--- src/rtl/sxm_pkg.sv ---
package sxm_pkg;
  typedef enum logic [1:0] {ACC_LOAD = 2'd0, ACC_STORE = 2'd1, ACC_FETCH = 2'd2} acc_kind_e;
  typedef enum logic [1:0] {OUT_GRANT, OUT_NOEXEC, OUT_PROT, OUT_MISS} outcome_e;
  typedef enum logic [1:0] {PA_EA, PA_BAT, PA_TLB} pa_src_e;

  localparam int SR_W      = 32;
  localparam int SR_T_BIT  = 31;
  localparam int SR_KS_BIT = 30;
  localparam int SR_KP_BIT = 29;
  localparam int SR_N_BIT  = 28;

  localparam logic [31:0] ERR_NOEXEC   = 32'h1000_0000;
  localparam logic [31:0] ERR_PROT_I   = 32'h0800_0000;
  localparam logic [31:0] DSISR_STORE  = 32'h0A00_0000;
  localparam logic [31:0] DSISR_LOAD   = 32'h0800_0000;
  localparam int ERR_IMISS_BIT = 18;
  localparam int ERR_SMISS_BIT = 16;
  localparam int ERR_KEY_BIT   = 19;
endpackage

--- src/rtl/sxm_seg_decode.sv ---
module sxm_seg_decode import sxm_pkg::*; #(
  parameter int NSEG       = 16,
  parameter int ADDR_W     = 32,
  parameter int PAGE_SHIFT = 12,
  parameter int VSID_W     = 24,
  parameter int API_W      = 6
) (
  input  logic [ADDR_W-1:0]         ea,
  input  logic [NSEG*SR_W-1:0]      sr_flat,
  input  logic                      user,
  output logic                      key,
  output logic                      t_bit,
  output logic                      n_bit,
  output logic [VSID_W-1:0]         hash,
  output logic [VSID_W+API_W:0]     ptem
);
  localparam int SEL_W = $clog2(NSEG);
  localparam int PG_W  = ADDR_W - SEL_W - PAGE_SHIFT;

  logic [SR_W-1:0] sr_arr [NSEG];
  genvar g;
  generate
    for (g = 0; g < NSEG; g++) begin : g_unpack
      assign sr_arr[g] = sr_flat[g*SR_W +: SR_W];
    end
  endgenerate

  logic [SEL_W-1:0]  idx;
  logic [SR_W-1:0]   sr;
  logic [PG_W-1:0]   pg;
  logic [VSID_W-1:0] vsid;

  assign idx   = ea[ADDR_W-1 -: SEL_W];
  assign sr    = sr_arr[idx];
  assign pg    = ea[PAGE_SHIFT +: PG_W];
  assign vsid  = sr[VSID_W-1:0];
  assign t_bit = sr[SR_T_BIT];
  assign n_bit = sr[SR_N_BIT];
  assign key   = (user & sr[SR_KP_BIT]) | (~user & sr[SR_KS_BIT]);
  assign hash  = vsid ^ VSID_W'(pg);
  assign ptem  = {vsid, 1'b0, pg[PG_W-1 -: API_W]};

  logic dec_unused;
  assign dec_unused = ^{ea[PAGE_SHIFT-1:0], sr[SR_N_BIT-1:VSID_W]};
endmodule

--- src/rtl/sxm_group_addr.sv ---
module sxm_group_addr #(
  parameter int HASH_W      = 24,
  parameter int MASK_W      = 9,
  parameter int ADDR_W      = 32,
  parameter int GROUP_SHIFT = 6
) (
  input  logic [HASH_W-1:0] hash,
  input  logic [ADDR_W-1:0] base,
  input  logic [MASK_W-1:0] mask,
  output logic [ADDR_W-1:0] grp_pri,
  output logic [ADDR_W-1:0] grp_sec
);
  localparam int LOW_W = 10;
  localparam int MT    = MASK_W + LOW_W;

  logic [ADDR_W-1:0] grp [2];
  genvar g;
  generate
    for (g = 0; g < 2; g++) begin : g_grp
      logic [HASH_W-1:0] hsrc;
      logic [MT-1:0]     sel;
      assign hsrc   = (g == 0) ? hash : ~hash;
      assign sel    = hsrc[MT-1:0] & {mask, {LOW_W{1'b1}}};
      assign grp[g] = base + ({{(ADDR_W-MT){1'b0}}, sel} << GROUP_SHIFT);
    end
    if (HASH_W > MT) begin : g_spare
      logic grp_unused;
      assign grp_unused = ^hash[HASH_W-1:MT];
    end
  endgenerate

  assign grp_pri = grp[0];
  assign grp_sec = grp[1];
endmodule

--- src/rtl/sxm_classify.sv ---
module sxm_classify import sxm_pkg::*; (
  input  logic [1:0]  kind,
  input  logic        real_mode,
  input  logic        bat_hit,
  input  logic        bat_ok,
  input  logic        t_bit,
  input  logic        n_bit,
  input  logic        key,
  input  logic        tlb_hit,
  input  logic        tlb_ok,
  output outcome_e    outcome,
  output pa_src_e     pa_src,
  output logic        lookup,
  output logic [31:0] err_val,
  output logic [31:0] dsisr_val
);
  logic fetch, store;
  assign fetch = (acc_kind_e'(kind) == ACC_FETCH);
  assign store = (acc_kind_e'(kind) == ACC_STORE);

  always_comb begin
    outcome = OUT_GRANT;
    pa_src  = PA_EA;
    lookup  = 1'b0;
    if (real_mode) begin
      pa_src = PA_EA;
    end else if (bat_hit && bat_ok) begin
      pa_src = PA_BAT;
    end else if (fetch && (t_bit || n_bit)) begin
      outcome = OUT_NOEXEC;
    end else if (t_bit) begin
      pa_src = PA_EA;
    end else begin
      lookup = 1'b1;
      if (!tlb_hit)     outcome = OUT_MISS;
      else if (!tlb_ok) outcome = OUT_PROT;
      else              pa_src  = PA_TLB;
    end
  end

  always_comb begin
    err_val = '0;
    case (outcome)
      OUT_NOEXEC: err_val = ERR_NOEXEC;
      OUT_PROT:   err_val = fetch ? ERR_PROT_I : 32'h0;
      OUT_MISS: begin
        err_val[ERR_KEY_BIT] = key;
        if (fetch)      err_val[ERR_IMISS_BIT] = 1'b1;
        else if (store) err_val[ERR_SMISS_BIT] = 1'b1;
      end
      default:    err_val = '0;
    endcase
  end

  assign dsisr_val = store ? DSISR_STORE : DSISR_LOAD;
endmodule

--- src/rtl/seg_xlate_front.sv ---
module seg_xlate_front import sxm_pkg::*; #(
  parameter int NSEG        = 16,
  parameter int ADDR_W      = 32,
  parameter int PAGE_SHIFT  = 12,
  parameter int VSID_W      = 24,
  parameter int API_W       = 6,
  parameter int MASK_W      = 9,
  parameter int GROUP_SHIFT = 6
) (
  input  logic                      clk,
  input  logic                      rst,
  input  logic                      req_valid,
  input  logic [ADDR_W-1:0]         req_ea,
  input  logic [1:0]                req_kind,
  input  logic                      user_mode,
  input  logic                      ir_en,
  input  logic                      dr_en,
  input  logic [NSEG*32-1:0]        seg_regs,
  input  logic [ADDR_W-1:0]         htab_base,
  input  logic [MASK_W-1:0]         htab_mask,
  input  logic                      bat_hit,
  input  logic                      bat_ok,
  input  logic [ADDR_W-1:0]         bat_pa,
  output logic                      tlb_lookup,
  output logic [ADDR_W-1:0]         tlb_ea,
  output logic [VSID_W+API_W:0]     tlb_ptem,
  input  logic                      tlb_hit,
  input  logic                      tlb_ok,
  input  logic [ADDR_W-1:0]         tlb_pa,
  output logic                      rsp_valid,
  output logic                      rsp_grant,
  output logic                      rsp_fault,
  output logic [ADDR_W-1:0]         rsp_pa,
  output logic [31:0]               err_code,
  output logic [31:0]               dsisr,
  output logic [ADDR_W-1:0]         dar,
  output logic [ADDR_W-1:0]         imiss,
  output logic [31:0]               icmp,
  output logic [ADDR_W-1:0]         dmiss,
  output logic [31:0]               dcmp,
  output logic [ADDR_W-1:0]         hash1,
  output logic [ADDR_W-1:0]         hash2
);
  localparam int PTEM_W = VSID_W + API_W + 1;

  logic fetch, real_mode, key, t_bit, n_bit, lookup;
  logic [VSID_W-1:0] hash;
  logic [PTEM_W-1:0] ptem;
  logic [ADDR_W-1:0] grp_pri, grp_sec, pa_val;
  logic [31:0] err_val, dsisr_val, cmp_val;
  outcome_e outcome;
  pa_src_e  pa_src;

  assign fetch     = (acc_kind_e'(req_kind) == ACC_FETCH);
  assign real_mode = fetch ? ~ir_en : ~dr_en;
  assign cmp_val   = 32'h8000_0000 | 32'(ptem);

  sxm_seg_decode #(.NSEG(NSEG), .ADDR_W(ADDR_W), .PAGE_SHIFT(PAGE_SHIFT),
                   .VSID_W(VSID_W), .API_W(API_W)) u_dec (
    .ea(req_ea), .sr_flat(seg_regs), .user(user_mode), .key(key),
    .t_bit(t_bit), .n_bit(n_bit), .hash(hash), .ptem(ptem));

  sxm_group_addr #(.HASH_W(VSID_W), .MASK_W(MASK_W), .ADDR_W(ADDR_W),
                   .GROUP_SHIFT(GROUP_SHIFT)) u_grp (
    .hash(hash), .base(htab_base), .mask(htab_mask),
    .grp_pri(grp_pri), .grp_sec(grp_sec));

  sxm_classify u_cls (
    .kind(req_kind), .real_mode(real_mode), .bat_hit(bat_hit), .bat_ok(bat_ok),
    .t_bit(t_bit), .n_bit(n_bit), .key(key), .tlb_hit(tlb_hit), .tlb_ok(tlb_ok),
    .outcome(outcome), .pa_src(pa_src), .lookup(lookup),
    .err_val(err_val), .dsisr_val(dsisr_val));

  assign tlb_lookup = req_valid & lookup;
  assign tlb_ea     = req_ea;
  assign tlb_ptem   = ptem;

  always_comb begin
    case (pa_src)
      PA_BAT:  pa_val = bat_pa;
      PA_TLB:  pa_val = tlb_pa;
      default: pa_val = req_ea;
    endcase
  end

  always_ff @(posedge clk) begin
    if (rst) begin
      rsp_valid <= 1'b0; rsp_grant <= 1'b0; rsp_fault <= 1'b0;
      rsp_pa <= '0; err_code <= '0; dsisr <= '0; dar <= '0;
      imiss <= '0; icmp <= '0; dmiss <= '0; dcmp <= '0;
      hash1 <= '0; hash2 <= '0;
    end else begin
      rsp_valid <= req_valid;
      rsp_grant <= req_valid && (outcome == OUT_GRANT);
      rsp_fault <= req_valid && (outcome != OUT_GRANT);
      if (req_valid && outcome == OUT_GRANT) rsp_pa <= pa_val;
      if (req_valid && outcome != OUT_GRANT) begin
        err_code <= err_val;
        if (outcome == OUT_MISS) begin
          hash1 <= grp_pri;
          hash2 <= grp_sec;
          if (fetch) begin imiss <= req_ea; icmp <= cmp_val; end
          else       begin dmiss <= req_ea; dcmp <= cmp_val; end
        end
        if (outcome == OUT_PROT && !fetch) begin
          dar   <= req_ea;
          dsisr <= dsisr_val;
        end
      end
    end
  end

  p_resp_lat_r1: assert property (@(posedge clk) disable iff (rst)
    req_valid |=> rsp_valid);
  p_one_outcome_r1: assert property (@(posedge clk) disable iff (rst)
    rsp_valid |-> (rsp_grant ^ rsp_fault));
  p_real_fetch_r2: assert property (@(posedge clk) disable iff (rst)
    (req_valid && fetch && !ir_en) |=> (rsp_grant && rsp_pa == $past(req_ea)));
  p_no_lookup_real_r2: assert property (@(posedge clk) disable iff (rst)
    (req_valid && real_mode) |-> !tlb_lookup);
  p_cmp_marker_r9: assert property (@(posedge clk) disable iff (rst)
    !$stable(icmp) |-> icmp[31]);
  p_dar_on_fault_r13: assert property (@(posedge clk) disable iff (rst)
    !$stable(dar) |-> rsp_fault);
  p_imiss_on_fault_r13: assert property (@(posedge clk) disable iff (rst)
    !$stable(imiss) |-> rsp_fault);
endmodule

--- config.mk ---
export PLATFORM = sky130hd
export DESIGN_NAME = seg_xlate_front
export DESIGN_NICKNAME = d
export VERILOG_FILES = /design/src/rtl/sxm_pkg.sv /design/src/rtl/sxm_seg_decode.sv /design/src/rtl/sxm_group_addr.sv /design/src/rtl/sxm_classify.sv /design/src/rtl/seg_xlate_front.sv
export SDC_FILE = /design/constraint.sdc
export NUM_CORES = 1
export LEC_CHECK = 0
export CORE_AREA = 2 2 411 413
export DETAILED_ROUTE_END_ITERATION = 12
export DIE_AREA = 0 0 413 415
export PLACE_DENSITY_LB_ADDON = 0.3
export SLEW_MARGIN = 20
export SYNTH_ARGS = -nofsm -noshare
export SYNTH_HDL_FRONTEND = slang
export SYNTH_HIERARCHICAL = 1
export SYNTH_SLANG_ARGS = --single-unit
--- constraint.sdc ---
create_clock -name clk -period 10.35 [get_ports clk]
set_input_delay 1.035 -clock clk [delete_from_list [all_inputs] [get_ports clk]]
set_output_delay 1.035 -clock clk [all_outputs]
set_load 0.01 [all_outputs]
==> results of run 1 <==
-- Yosys cell counts, types with 16 or more instances --
cell type and n:
inv_1 25, nand2b_1 137, xor2_1 37, xnor2_1 27, mux2i_1 97, buf_4 132
mux4_2 106, nor2b_1 36, buf_6 20, o21ai_0 166, buf_2 43, a21oi_1 262
nor2_1 31, nand2_1 254, clkbuf_1 97, and2_1 16, dfxtp_1 323, nand3_1 135
a22o_1 32, ha_1 43, a22oi_1 36
-- cell type report --
type / count / area, um2
clock buffer: 61 / 1266
multi-input combinational: 1601 / 11620
timing repair buffer: 1031 / 10250
clock inverter: 15 / 195.2
tap: 2204 / 2758
fill: 18644 / 134000
antenna: 17 / 42.54
sequential: 323 / 6466
inverter: 25 / 93.84
-- flip-flops by register name (all words and copies together), names as in the netlist --
name,flops
hash1,32
dsisr,32
rsp_valid,1
hash2,32
icmp,32
err_code,32
dcmp,32
dar,32
rsp_fault,1
imiss,32
rsp_grant,1
rsp_pa,32
dmiss,32
-- worst max-delay path, stage by stage --
cell and delay (ps):
buf_6 350, buf_4 450, mux4_1 630, mux2i_1 340
a21oi_2 260, xor2_1 270, inv_1 140, fa_1 470
a21oi_1 250, o21ai_1 180, a211oi_1 420, nor3_1 170
a221oi_2 380, o21ai_0 190, nand2b_1 120, xnor2_1 120
nand2_1 80, a21oi_1 140
-- logic make-up (layout without fill, tap and decap cells) --
family | count (synthesis) | after routing
adder cells (fa/ha/maj) | 45 | 45
other | 3 | 76
flip-flops | 323 | 323
XOR/XNOR | 64 | 64
multiplexers | 211 | 211
buffers and inverters | 337 | 1132
AO/OA/AOI/OAI | 588 | 588
AND/OR/NAND/NOR | 634 | 634
-- metal layers --
layer / track usage, % / routed length (um) / vias up
met1: 17.56 / 53870 / 9693
met2: 28.12 / 70470 / 818
met3: 4.286 / 9712 / 220
met5: 0 / 315 / -
met4: 4.302 / 4022 / 50
li1: - / - / 9317
-- power breakdown --
part	internal [mW]	switching, mW
registers	1.27	0.0139
logic	0.535	0.594
clock network	0.912	0.673
-- how the worst max path moves through the flow --
stage	startpoint	to
finish	req_ea[30]	hash2[30]
global placement	req_ea[28]	dmiss[31]
CTS	req_ea[28]	dmiss[31]
floorplan	req_ea[30]	hash2[30]
global route	req_ea[30]	hash2[30]
detailed placement	req_ea[28]	dmiss[31]
==> metrics.md, run 1 <==
| Metric | Value |
|---|---|
| Inst Count DP | `5184` |
| Layout Nets | `3733` |
| Aggregate negative setup slack | `0 ps` |
| Final Skew | `0 ps` |
| Number of antenna violations at the first check in global routing | `79` |
| First-pass GRT wire length | `181500 um` |
| Final Hold Violating Endpoints | `0` |
| Sum of routed wire length over all layers | `138400 um` |
| Actual slew at the worst max-slew pin | `1018 ps` |
| Netlist cell types | `68` |
| Final Non-Filler Cells | `5277` |
| Total setup buffers inserted after CTS | `0` |
| DRC | `0` |
| Remaining antenna violation count after routing | `0` |
| Horizontal die dimension | `413 um` |
| Top cell type by total area after synthesis | `dfxtp_1` |
| WS Path Type | `in2reg` |
| Via count of the first global-routing pass | `20144` |
| Logic depth of the worst register-to-register path | `2` |
| Combinational family with the most area after synthesis | `multiplexers` |
| Placement Rows | `150` |
| Simple-gate portion of the synthesized area | `15.70%` |
| Crit. End Element | `register` |
| Wire length per cell | `26.22 um` |
| Data arrival time of the critical path | `6250 ps` |
| CTS clk-pin slew, worst paths | `60 ps` |
| Routability cong. | `0.8200` |
| Longest Clk Path Bufs | `3` |
| Count of endpoints failing setup in the final report | `0` |
| Minimum setup slack after placement | `3864 ps` |
| Setup repair after global routing missed its margin | `no` |
| Classification of the worst-slack hold path | `reg2reg` |
| Leakage power | `10.93 nW` |
| Starting DRC count in detailed routing | `1281` |
| Ports placed on the boundary | `1048` |
| Final-layout worst hold slack | `453.1 ps` |
| Share of synthesized flip-flops with an asynchronous set or reset | `0%` |
| Clock tree from TritonCTS | `built` |
| XOR/XNOR Fraction of Synth Area | `2.821%` |
| EDFF count, synth | `0` |
| # clock sinks | `323` |
| HPWL reported at the end of detailed placement | `111100 um` |
| Netlist area before placement | `19870 um2` |
| Crit path launch type | `input pin` |
| Final Slew Violations | `0` |
| Layout cells sized above 1 | `9.162%` |
| Post-synthesis adder-cell area fraction | `2.909%` |
| Sequential fraction of the synthesis area | `32.54%` |
| Worst-case setup margin in the final layout | `4616 ps` |
| Max Cap Viol | `0` |
| Mapped Avg Cell Area | `9.013 um2` |
| Register-to-register setup slack | `9640 ps` |
| Post-Synthesis Cells | `2205` |
| Number of resized instances in the post-cts repair step | `0` |
| Global route overflow | `0` |
| Share of synthesized area spent on multiplexers | `17.96%` |
| Power per cell area | `122.3 nW/um2` |
| Routed via count divided by cell count | `3.809` |
| Fraction of the mapped netlist area in compound gates | `17.65%` |
| GRT Total Usage | `15.51%` |
| Final core utilization | `19.62%` |
| Maximum fanout count along the critical path | `34` |
| Endpoint of the worst hold-timing path | `hash2[3]` |
| Synth-to-Final Area Change | `64.52%` |
| Area of the core region | `166700 um2` |
| Yosys reg bits | `323` |
| Number of buffers created by CTS | `45` |
| Largest net degree at the start of global routing | `125` |
| Achievable Freq | `174.4 MHz` |
| Initial core utilization | `11.92%` |
| Time the worst path needs with I/O delays and setup | `5734 ps` |
| R2R Path Start | `imiss[29]` |
| Peak ir drop on the vdd network | `0.1011 mV` |
| Required time of the critical path | `10870 ps` |
| Cell area after layout | `32700 um2` |
| Number of warnings printed during yosys synthesis | `6` |
| Routed via count | `20098` |
| Number of H-tree levels | `2` |
| End of the worst register-to-register path | `imiss[29]` |
| Period utilisation layout | `55.40%` |
| Highest-count cells in the layout ignoring fill and taps | `976 x clkdlybuf4s50_1, 323 x dfxtp_1, 261 x a21oi_1, 254 x nand2_1, 166 x o21ai_0` |
| Hold Crit Start | `hash2[3]` |
| Overall power consumption | `3.999 mW` |
| Root Buffer Master | `clkbuf_16` |
| Cell depth of the worst hold path | `2` |
| Top-area cell type share of the netlist area | `32.54%` |
| Clk Latency, worst-skew pair | `590 ps` |
| Most used flip-flop cell after synthesis | `dfxtp_1` |
| DR pass1 iterations | `5` |
| Run status | `complete, no violations` |
| Post-place instance area | `31190 um2` |
| Hold buffer count at cts | `0` |
| Largest cells by area after synthesis | `dfxtp_1 33%, mux4_2 12%, a21oi_1 6.6%` |
| Worst rel slew slack | `32.16%` |
| Full die area | `171400 um2` |
| Vertical die dimension | `415 um` |
| IO buf count | `982` |
| Most common cell after layout, fill and taps aside | `clkdlybuf4s50_1` |
Note: power is estimated with default switching activity, not from simulation.
==> run 2, diff against run 1 <==
CORE_AREA = 2 2 413 415   (was 2 2 411 413)
DIE_AREA = 0 0 415 417   (was 0 0 413 415)
clock period = 5.9 ns   (was 10.35 ns; I/O delays follow)
==> metrics.md, run 2 (synthesis results as in run 1) <==
| Metric | Value |
|---|---|
| Ports placed on the boundary | `1048` |
| Root Buffer Master | `clkbuf_16` |
| Actual slew at the worst max-slew pin | `1062 ps` |
| Achievable Freq | `202.5 MHz` |
| # clock sinks | `323` |
| Run status | `complete, no violations` |
| Full die area | `173100 um2` |
| Number of H-tree levels | `2` |
| End of the worst register-to-register path | `icmp[4]` |
| DRC | `0` |
| Classification of the worst-slack hold path | `reg2reg` |
| Crit path buffers/inverters | `3` |
| Remaining antenna violation count after routing | `0` |
| Longest Clk Path Bufs | `3` |
| GRT Total Usage | `14.70%` |
| Required time of the critical path | `6400 ps` |
| HPWL reported at the end of detailed placement | `110500 um` |
| Endpoint of the worst hold-timing path | `hash1[11]` |
| Overall power consumption | `6.764 mW` |
| Peak ir drop on the vdd network | `0.1573 mV` |
| Final core utilization | `19.47%` |
| Minimum setup slack after placement | `334.3 ps` |
| Placement Rows | `151` |
| Largest net degree at the start of global routing | `164` |
| WS Path Type | `in2reg` |
| Number of antenna violations at the first check in global routing | `78` |
| Count of endpoints failing setup in the final report | `0` |
| Cell depth of the worst hold path | `2` |
| Max Cap Viol | `0` |
| R2R Path Start | `icmp[4]` |
| Clock tree from TritonCTS | `built` |
| Final Hold Violating Endpoints | `0` |
| Hold buffer count at cts | `0` |
| DR pass1 iterations | `5` |
| Horizontal die dimension | `415 um` |
| Worst rel slew slack | `29.21%` |
| Number of resized instances in the post-cts repair step | `0` |
| Maximum fanout count along the critical path | `21` |
| Crit. End Element | `register` |
| Starting DRC count in detailed routing | `1219` |
| Area of the core region | `168500 um2` |
| Routed via count divided by cell count | `3.840` |
| Register-to-register setup slack | `5190 ps` |
| Routed via count | `20385` |
| Synth-to-Final Area Change | `65.14%` |
| IO buf count | `982` |
| Leakage power | `11.01 nW` |
| Logic depth of the worst register-to-register path | `2` |
| Final-layout worst hold slack | `450.1 ps` |
| Delay of the slowest cell on the worst path | `640 ps` |
| Setup repair after global routing missed its margin | `no` |
| Crit path launch type | `input pin` |
| Time the worst path needs with I/O delays and setup | `4939 ps` |
| Beginning of the critical path | `req_ea[30]` |
| Highest-count cells in the layout ignoring fill and taps | `976 x clkdlybuf4s50_1, 323 x dfxtp_1, 261 x a21oi_1, 254 x nand2_1, 166 x o21ai_0` |
| Via count of the first global-routing pass | `20032` |
| Vertical die dimension | `417 um` |
| Total setup buffers inserted after CTS | `0` |
| CTS clk-pin slew, worst paths | `60 ps` |
| First-pass GRT wire length | `175200 um` |
| Initial core utilization | `11.79%` |
| Category of cells accounting for the largest share of critical-path delay | `compound AO/OA/AOI/OAI gates` |
| Layout Nets | `3752` |
| Number of inserted filler cells in the final layout | `18863` |
| Aggregate negative setup slack | `0 ps` |
| Final Slew Violations | `0` |
| Global route overflow | `0` |
| Data arrival time of the critical path | `5440 ps` |
| Final Skew | `0 ps` |
| Clk Latency, worst-skew pair | `580 ps` |
| Hold Crit Start | `hash1[11]` |
| Cells along the critical path | `buf_6 > buf_4 > mux4_2 > nor2b_1 > a211oi_2 > a21oi_2 > xor2_1 > inv_1 > ha_1 > nand2_1 > nor3b_2 > o21ai_1 > o22a_1 > a2111oi_2 > nor2b_1 > nor2_1 > xor2_1 > nand2_1 > a21oi_1` |
| Most common cell after layout, fill and taps aside | `clkdlybuf4s50_1` |
| Worst-case setup margin in the final layout | `960.9 ps` |
| Period utilisation layout | `83.71%` |
| Number of buffers created by CTS | `42` |
| Power per cell area | `206.1 nW/um2` |
| Sum of routed wire length over all layers | `133900 um` |
| Layout cells sized above 1 | `9.662%` |
| Cell with the largest stage delay on the worst path | `a21oi_2` |
| Wire length per cell | `25.23 um` |
| Routability cong. | `0.8429` |
[run 2: cell types whose count changed in the layout (fill, tap and decap cells not counted), moves of 2 or more]
| cell | delta |
|---|---|
| clkbuf_16 | -2 |
| buf_12 | +7 |
| inv_6 | +4 |
| clkinv_4 | -2 |
| buf_4 | +15 |
| bufinv_16 | -2 |
[run 2: where the power goes]
group / internal [mW] / leakage, nW / total (mW) / switching [mW]
sequential: 2.23 / 2.61 / 2.25 / 0.0240
clock: 1.45 / 0.646 / 2.55 / 1.10
combinational: 0.948 / 7.76 / 1.96 / 1.01
[run 2: routing by layer]
| metal | part of all wire (%) | GRT usage, % |
|---|---|---|
| met5 | 0.16 | 0 |
| met2 | 55 | 28.75 |
| met3 | 6.2 | 3.575 |
| met4 | 2.8 | 4.435 |
| met1 | 36 | 15.24 |
[run 2: worst max path at each step]
| stage | end | cells after the start |
|---|---|---|
| final | hash2[29] | 19 |
| after global routing | hash2[28] | 18 |
| after CTS | hash1[27] | 19 |
| after detailed placement | hash2[29] | 19 |
| after global placement | hash2[29] | 19 |
| after floorplan | hash2[30] | 20 |
[run 2: final cells by class]
cell class,count,area [um2],share of cell area [%]
antenna,17,42.54,0.1296
clock buffer,59,1226,3.736
clock inverter,13,91.34,0.2783
inverter,25,93.84,0.2859
multi-input combinational,1601,11620,35.41
sequential,323,6466,19.70
tap,2218,2775,8.456
timing repair buffer,1053,10500,32.00
[run 2: tightest hold or removal path: stages, from the launching register on]
cell	delay, ps
dfxtp_1	300
nand2_1	50
a21oi_1	50
[run 2: metrics by stage]
step / cells / area [um2]
2_1_floorplan: 2261 / 20080
3_3_place_gp: 5220 / 31460
3_5_place_dp: 5220 / 31460
4_1_cts: 5292 / 32780
5_1_grt: 5301 / 32800
6_report: 5309 / 32820
